===== src/rtl/irq_cpu_if_pkg.sv =====
package irq_cpu_if_pkg;
  localparam int ID_W = 10;
  localparam logic [ID_W-1:0] SPURIOUS_ID = {ID_W{1'b1}};

  typedef enum logic [1:0] {
    A_CTRL  = 2'd0,
    A_PMASK = 2'd1,
    A_ACK   = 2'd2,
    A_EOI   = 2'd3
  } reg_sel_e;
endpackage


===== src/rtl/cif_cfg_regs.sv =====
module cif_cfg_regs
  import irq_cpu_if_pkg::*;
#(
  parameter int PRIO_W = 4
) (
  input  logic              clk,
  input  logic              rst_n,
  input  logic              wr_i,
  input  logic [1:0]        addr_i,
  input  logic [PRIO_W-1:0] wdata_i,
  output logic              en_o,
  output logic [PRIO_W-1:0] pmask_o
);
  logic              en_q, en_d;
  logic [PRIO_W-1:0] pm_q, pm_d;
  logic              cfg_we;

  assign cfg_we = wr_i && ((addr_i == A_CTRL) || (addr_i == A_PMASK));

  always_comb begin
    en_d = en_q;
    pm_d = pm_q;
    if (wr_i && addr_i == A_CTRL)  en_d = wdata_i[0];
    if (wr_i && addr_i == A_PMASK) pm_d = wdata_i;
  end

  always_ff @(posedge clk or negedge rst_n) begin
    if (!rst_n) begin
      en_q <= 1'b0;
      pm_q <= '0;
    end else if (cfg_we) begin
      en_q <= en_d;
      pm_q <= pm_d;
    end
  end

  assign en_o    = en_q;
  assign pmask_o = pm_q;
endmodule


===== src/rtl/cif_gate.sv =====
module cif_gate
  import irq_cpu_if_pkg::*;
#(
  parameter int PRIO_W = 4
) (
  input  logic              en_i,
  input  logic              cand_valid_i,
  input  logic [ID_W-1:0]   cand_id_i,
  input  logic [PRIO_W-1:0] cand_prio_i,
  input  logic [PRIO_W-1:0] pmask_i,
  output logic              eligible_o
);
  logic prio_ok;
  logic id_ok;

  assign prio_ok    = cand_prio_i < pmask_i;
  assign id_ok      = cand_id_i != SPURIOUS_ID;
  assign eligible_o = en_i && cand_valid_i && prio_ok && id_ok;
endmodule


===== src/rtl/cif_active.sv =====
module cif_active
  import irq_cpu_if_pkg::*;
(
  input  logic            clk,
  input  logic            rst_n,
  input  logic            eligible_i,
  input  logic [ID_W-1:0] cand_id_i,
  input  logic            rd_i,
  input  logic            wr_i,
  input  logic [1:0]      addr_i,
  input  logic [ID_W-1:0] wdata_i,
  output logic            busy_o,
  output logic [ID_W-1:0] ack_data_o,
  output logic            mark_act_o,
  output logic [ID_W-1:0] mark_id_o,
  output logic            mark_done_o,
  output logic [ID_W-1:0] done_id_o
);
  logic            act_v_q, act_v_d;
  logic [ID_W-1:0] act_id_q, act_id_d;
  logic            ack_hit, eoi_hit, act_we;

  assign ack_hit = rd_i && (addr_i == A_ACK) && eligible_i && !act_v_q;
  assign eoi_hit = wr_i && (addr_i == A_EOI) && act_v_q && (wdata_i == act_id_q);
  assign act_we  = ack_hit || eoi_hit;

  always_comb begin
    act_v_d  = act_v_q;
    act_id_d = act_id_q;
    if (ack_hit) begin
      act_v_d  = 1'b1;
      act_id_d = cand_id_i;
    end else if (eoi_hit) begin
      act_v_d  = 1'b0;
    end
  end

  always_ff @(posedge clk or negedge rst_n) begin
    if (!rst_n) begin
      act_v_q  <= 1'b0;
      act_id_q <= SPURIOUS_ID;
    end else if (act_we) begin
      act_v_q  <= act_v_d;
      act_id_q <= act_id_d;
    end
  end

  assign busy_o      = act_v_q;
  assign ack_data_o  = ack_hit ? cand_id_i : SPURIOUS_ID;
  assign mark_act_o  = ack_hit;
  assign mark_id_o   = cand_id_i;
  assign mark_done_o = eoi_hit;
  assign done_id_o   = act_id_q;

  // an acknowledge pulse leaves exactly that ID in service
  assert_ack_marks_R3: assert property (@(posedge clk) disable iff (!rst_n)
    mark_act_o |=> act_v_q && act_id_q == $past(mark_id_o));

  // a service persists, unchanged, until a completion pulse
  assert_single_service_R5: assert property (@(posedge clk) disable iff (!rst_n)
    act_v_q && !mark_done_o |=> act_v_q && $stable(act_id_q));

  // a completion pulse ends the service
  assert_eoi_clears_R6: assert property (@(posedge clk) disable iff (!rst_n)
    mark_done_o |=> !act_v_q);

  // acknowledge with nothing eligible returns the reserved ID
  assert_idle_spurious_R4: assert property (@(posedge clk) disable iff (!rst_n)
    rd_i && addr_i == A_ACK && !eligible_i |-> ack_data_o == SPURIOUS_ID && !mark_act_o);

  // a mismatched completion never pulses
  assert_eoi_mismatch_R7: assert property (@(posedge clk) disable iff (!rst_n)
    wr_i && addr_i == A_EOI && wdata_i != act_id_q |-> !mark_done_o);
endmodule


===== src/rtl/irq_cpu_if.sv =====
module irq_cpu_if
  import irq_cpu_if_pkg::*;
#(
  parameter int PRIO_W = 4
) (
  input  logic              clk,
  input  logic              rst_n,
  input  logic              cand_valid_i,
  input  logic [ID_W-1:0]   cand_id_i,
  input  logic [PRIO_W-1:0] cand_prio_i,
  input  logic              reg_rd_i,
  input  logic              reg_wr_i,
  input  logic [1:0]        reg_addr_i,
  input  logic [ID_W-1:0]   reg_wdata_i,
  output logic [ID_W-1:0]   reg_rdata_o,
  output logic              irq_o,
  output logic              mark_act_o,
  output logic [ID_W-1:0]   mark_id_o,
  output logic              mark_done_o,
  output logic [ID_W-1:0]   done_id_o
);
  logic              en;
  logic [PRIO_W-1:0] pmask;
  logic              eligible;
  logic              busy;
  logic [ID_W-1:0]   ack_data;

  cif_cfg_regs #(.PRIO_W(PRIO_W)) u_cfg (
    .clk     (clk),
    .rst_n   (rst_n),
    .wr_i    (reg_wr_i),
    .addr_i  (reg_addr_i),
    .wdata_i (reg_wdata_i[PRIO_W-1:0]),
    .en_o    (en),
    .pmask_o (pmask)
  );

  cif_gate #(.PRIO_W(PRIO_W)) u_gate (
    .en_i         (en),
    .cand_valid_i (cand_valid_i),
    .cand_id_i    (cand_id_i),
    .cand_prio_i  (cand_prio_i),
    .pmask_i      (pmask),
    .eligible_o   (eligible)
  );

  cif_active u_act (
    .clk         (clk),
    .rst_n       (rst_n),
    .eligible_i  (eligible),
    .cand_id_i   (cand_id_i),
    .rd_i        (reg_rd_i),
    .wr_i        (reg_wr_i),
    .addr_i      (reg_addr_i),
    .wdata_i     (reg_wdata_i),
    .busy_o      (busy),
    .ack_data_o  (ack_data),
    .mark_act_o  (mark_act_o),
    .mark_id_o   (mark_id_o),
    .mark_done_o (mark_done_o),
    .done_id_o   (done_id_o)
  );

  assign irq_o       = eligible && !busy;
  assign reg_rdata_o = (reg_rd_i && reg_addr_i == A_ACK) ? ack_data : '0;

  // no request while the interface is disabled
  assert_irq_needs_en_R1: assert property (@(posedge clk) disable iff (!rst_n)
    irq_o |-> en);

  // a request implies the priority beats the threshold
  assert_irq_prio_R2: assert property (@(posedge clk) disable iff (!rst_n)
    irq_o |-> cand_valid_i && cand_prio_i < pmask);

  // no request while an interrupt is in service
  assert_irq_quiet_busy_R5: assert property (@(posedge clk) disable iff (!rst_n)
    busy |-> !irq_o);
endmodule


===== config.mk =====
export PLATFORM = sky130hd
export DESIGN_NAME = irq_cpu_if
export DESIGN_NICKNAME = d
export VERILOG_FILES = /design/src/rtl/irq_cpu_if_pkg.sv /design/src/rtl/cif_cfg_regs.sv /design/src/rtl/cif_gate.sv /design/src/rtl/cif_active.sv /design/src/rtl/irq_cpu_if.sv
export SDC_FILE = /design/constraint.sdc
export NUM_CORES = 1
export LEC_CHECK = 0
export BUFFER_PORTS_ARGS = -buffer_cell sky130_fd_sc_hd__buf_2
export CAP_MARGIN = 20
export CORE_MARGIN = 5
export CORE_UTILIZATION = 45
export DETAILED_ROUTE_END_ITERATION = 7
export GPL_ROUTABILITY_DRIVEN = 0
export PLACE_DENSITY_LB_ADDON = 0.1
export SYNTH_ARGS = -nofsm -noshare
export SYNTH_HDL_FRONTEND = slang
export SYNTH_HIERARCHICAL = 1
export SYNTH_SLANG_ARGS = --single-unit

===== constraint.sdc =====
create_clock -name clk -period 2.5 [get_ports clk]
set_input_delay 0.25 -clock clk [delete_from_list [all_inputs] [get_ports clk]]
set_output_delay 0.25 -clock clk [all_outputs]
set_load 0.005 [all_outputs]

After elaboration in Yosys (flattened, before gate mapping)
Index checks and enable logic that the tools add are counted.
{"block": "word_totals", "inputBits": 31, "reg_bits": 16, "wordCells": 36, "out_inout_bits": 33}
{"block": "op_classes", "n_reduce_logical": 22, "eq_ne": 5, "order_cmp": 1, "muxes": 4}
{"operator": "$mux 10", "count": 2}
{"operator": "$logic_and 1x1->1", "count": 13}
{"operator": "$eq 10x10->1", "count": 1}
{"operator": "$ne 10x10->1 const B", "count": 1}
{"operator": "$reduce_and 2->1", "count": 4}
{"operator": "$eq 2x2->1 const B", "count": 2}
{"operator": "$lt 4x4->1", "count": 1}
{"operator": "$eq 2x1->1 const B", "count": 1}
{"operator": "$logic_not 2->1", "count": 1}
{"operator": "$logic_or 1x1->1", "count": 2}
{"operator": "$mux 1", "count": 2}
{"operator": "$reduce_bool 2->1", "count": 1}
{"operator": "$logic_not 1->1", "count": 1}

Logic depth before layout (Yosys ltp)
{"block": "depth", "word_depth": 7, "depth_mapped": 10, "ltp_nobuf": 9}

By module
Netlist, hierarchy kept.
{"mod": "cif_active", "seq_area_each_um2": 287.8, "area_per_inst_um2": 744.5, "instances": 1, "cells_each": 63}
{"mod": "cif_cfg_regs", "seq_area_each_um2": 125.1, "area_per_inst_um2": 229.0, "instances": 1, "cells_each": 12}
{"mod": "cif_gate", "seq_area_each_um2": 0.0, "area_per_inst_um2": 121.4, "instances": 1, "cells_each": 15}
{"mod": "irq_cpu_if", "seq_area_each_um2": 0.0, "area_per_inst_um2": 106.4, "instances": 1, "cells_each": 11}

Worst setup path after synthesis
No wires, ideal clock.
{"block": "synth_timing", "kind": "flip-flop to output port", "startpoint": "register u_cfg.pm_q[1], in the netlist u_cfg/pmask_o[1]", "endpoint": "output reg_rdata_o[6]", "path_slack_ns": 0.125, "path_stages_with_launch": 11, "n_path_buf": 1, "arrival_time_ns": 2.125, "t_required_ns": 2.250, "path_cell_list": "dfrtp_1 inv_1 ha_1 o211ai_2 nor2_1 a2111oi_2 nor2b_2 nand4_4 buf_6 or2_2 and4b_1"}
{"block": "synth_between", "elab_chain_len": 7}
{"element": "start: declaration", "line_no": "cif_cfg_regs.sv:15", "text": "logic [PRIO_W-1:0] pm_q, pm_d;"}
{"element": "start signal: assignment", "line_no": "cif_cfg_regs.sv:33", "text": "pm_q <= pm_d;"}
{"element": "$lt 4x4->1", "line_no": "cif_gate.sv:16", "text": "assign prio_ok = cand_prio_i < pmask_i;"}
{"element": "$logic_and 1x1->1 (2 in series)", "line_no": "cif_gate.sv:18", "text": "assign eligible_o = en_i && cand_valid_i && prio_ok && id_ok;"}
{"element": "via eligible", "line_no": "irq_cpu_if.sv:24", "text": "logic eligible;"}
{"element": "$logic_and 1x1->1 (2 in series)", "line_no": "cif_active.sv:23", "text": "assign ack_hit = rd_i && (addr_i == A_ACK) && eligible_i && !act_v_q;"}
{"element": "$mux 10", "line_no": "cif_active.sv:49", "text": "assign ack_data_o = ack_hit ? cand_id_i : SPURIOUS_ID;"}
{"element": "via ack_data[6]", "line_no": "irq_cpu_if.sv:26", "text": "logic [ID_W-1:0] ack_data;"}
{"element": "$mux 10", "line_no": "irq_cpu_if.sv:65", "text": "assign reg_rdata_o = (reg_rd_i && reg_addr_i == A_ACK) ? ack_data : '0;"}
{"element": "end: declaration", "line_no": "irq_cpu_if.sv:15", "text": "output logic [ID_W-1:0] reg_rdata_o,"}
The timed path passes the listed nets, and every way through them passes these cells.

Worst setup path after layout
{"block": "layout_timing", "startpoint": "register u_cfg.pm_q[1], in the netlist u_cfg/pmask_o[1]", "endpoint": "output reg_rdata_o[1]"}
Same word-level chain as after synthesis.

==> metrics.txt <==
total of fill cells in the finished design=216; clock buffer depth=2; Synth Instances=101; n_diodes=0; outcome=finished, violations left; post-synthesis sequential area ratio=34.4%; first drt pass iteration count=4; Synth area leaders=dfstp_2, mux2_4, dfrtp_1, and4b_1, xor2_1; Die Ht=61.7 µm; largest net degree at the start of global routing=17; top-level I/O count=64; post-DP HPWL=2430 µm; period utilisation layout=107%; PnR worst setup slack=-0.172 ns; Tot Pwr=642 µW; Tmin final=2.67 ns; count leader, synth=mux2_4; via-per-instance ratio=5.08; Pwr Density=384 mW/mm²; clk_skew=0.00498 ns; Sw Share=27.0%; post-synthesis async set-or-reset flop share=100%; share of the synthesized area in the top cell type=21.9%; IO buf count=63; Setup Viol. Count Final=10; antenna violations before repair=0; placed inst area=0.00152 mm²; Worst setup SP type=flip-flop; Vias=1010; Ys Warns=6; DRC errors left=0; area grow syn2layout=39.4%; flops & latches, synth=16; CP Capture Type=output pin; wire per inst=15.9 µm; Seq. cell area=413 µm²; multi-input logic area=757 µm²; Iteration-0 DRC Markers=14; row cnt=18; synthesized area per cell=11.9 µm²; gr usage total=17.8%; Clk Latency, worst-skew pair=0.28 ns; Crit Path Class=reg2out; clock share of power=26.8%; GR Layer Usage met3=1.89%; initial core utilization=47.6%; Slew headroom=66.8%; worst-path fanout max=8; combinational power share=28.9%; Worst R2R Start=u_cfg/pmask_o[1]; worst slew pin tran=0.494 ns; Mapped Area=0.00120 mm²; Crit. Startpoint=u_cfg/pmask_o[1]; Clock Sinks=16; leading area contributor after synthesis=dfstp_2; synth unique cells=27; failing checks=setup timing; hold crit path type=in2reg; total wire length=3170 µm; Die X=61.7 µm; Post-DRT Antenna Nets=0; hold_sp=reg_wdata_i[2]; RSZ-0062 raised after global routing=yes; max-cap viol count=0; vias in the first global route=1104; first-pass GRT wire length=4930 µm; Congestion Overflow GR=0; WP data arrival=2.42 ns; die area=0.00380 mm²; post-route cell area=0.00167 mm²; clk root buf=clkbuf_4; Inserted Clock Buffers=3; H-tree depth=1; NetSw=174 µW; GR peak layer=met2; GR Layer Usage met2=32.3%; share of power burned in registers=44.4%; Synth Flop Type=dfstp_2; Post-Synthesis Net Count=135; Fmax achieved=374 MHz; cell internal pwr=468 µW; Worst VDD drop=0.000254 V; leakage power=0.000926 µW; final max-slew violation count=0; met1 Track Usage GR=21.2%; Reg clk slew, reported paths=0.10 ns; fin nets=204; Core Area=0.00252 mm²; CTS tree=done; required time worst endpoint=2.25 ns; layout cell share with drive strength beyond 1=73.4%; EDFF count, synth=0; final hold violations=0
-- what timing repair did --
action	4_1_cts	5_1_grt
hold buffers	1	0
pin swaps	7	6
endpoints found under the hold margin	6	0
resized for setup	16	1
buffers inserted	4	1
cloned	1	0
endpoints found under the setup margin	11	11
-- stage by stage --
| stage | utilization (%) | worst slack (ns) | TNS, ns | hold WS (ns) | std cells |
|---|---|---|---|---|---|
| after CTS | 66.2 | -0.198 | -1.67 | 0.203 | 199 |
| after detailed placement | 60.1 | -0.106 | -0.828 | 0.189 | 189 |
| after global routing | 66.4 | -0.278 | -2.55 | 0.206 | 199 |
| after global placement | 60.1 | -0.0209 | -0.0854 | 0.186 | 189 |
| after floorplan | - | 0.125 | 0 | -0.0456 | 101 |
| final | 66.4 | -0.172 | -1.50 | 0.215 | 199 |
-- sequential cells by signal (all words and copies together) (netlist names) --
register and cells:
u_cfg/pmask_o 4, u_act/done_id_o 10, u_act/busy_o 1, u_cfg/en_o 1
-- cell type report --
| type | count | area share, % |
|---|---|---|
| inverters | 5 | 1.12 |
| well taps | 30 | 2.24 |
| multi-input cells | 69 | 45.2 |
| repair buffers | 75 | 24.6 |
| clock buffers | 4 | 2.17 |
| flip-flops and latches | 16 | 24.7 |
-- critical path, stage by stage, from the launching register on --
cell and delay (ns):
dfrtp_1 0.36, inv_1 0.04, ha_1 0.27, o211ai_2 0.16
nor2_2 0.07, a2111oi_4 0.20, nor2b_4 0.27, nand4_4 0.19
or2_4 0.28, and4b_1 0.18, buf_2 0.12
-- path summary, 6_finish.rpt --
check / to / slack [ns] / cells past startpoint
min in group asynchronous: u_cfg/pmask_o[1] / 0.39 / 2
setup reg to reg: u_act/done_id_o[6] / 0.28 / 10
max in group asynchronous: u_act/done_id_o[6] / 1.80 / 2
setup / recovery: reg_rdata_o[1] / -0.17 / 10
hold reg to reg: u_cfg/en_o / 0.52 / 1
hold / removal: u_cfg/pmask_o[2] / 0.21 / 2
-- power by group through the flow --
stage | sequential, µW | clock (µW) | combinational (µW)
floorplan | 286 | 0 | 86.1
global route | 287 | 194 | 203
finish | 285 | 172 | 185
global placement | 289 | 0 | 151
detailed placement | 289 | 0 | 154
CTS | 285 | 182 | 183
-- logic make-up after synthesis --
| kind of cell | synth area share [%] |
|---|---|
| AO/OA/AOI/OAI | 2.71 |
| XOR/XNOR | 7.29 |
| adder cells (fa/ha/maj) | 3.13 |
| buffers and inverters | 9.17 |
| flip-flops | 34.4 |
| multiplexers | 17.8 |
| AND/OR/NAND/NOR | 25.5 |
-- metal layers --
layer | up-vias | part of all wire [%]
met5 | - | 0
met4 | 0 | 0.85
met3 | 2 | 5.4
met2 | 38 | 52
met1 | 476 | 42
li1 | 494 | -
-- placed cells by master (no fill, tap or decap), types with 3 or more instances in the layout --
cell type and n:
buf_2 63, mux2_4 12, and4b_1 10, or2_4 10, xor2_1 10, dfstp_2 10
buf_4 10, dfrtp_1 6, inv_1 4, clkbuf_4 3, nand4_1 3, mux2_2 3
No activity file was read; power rests on OpenSTA's default activity.
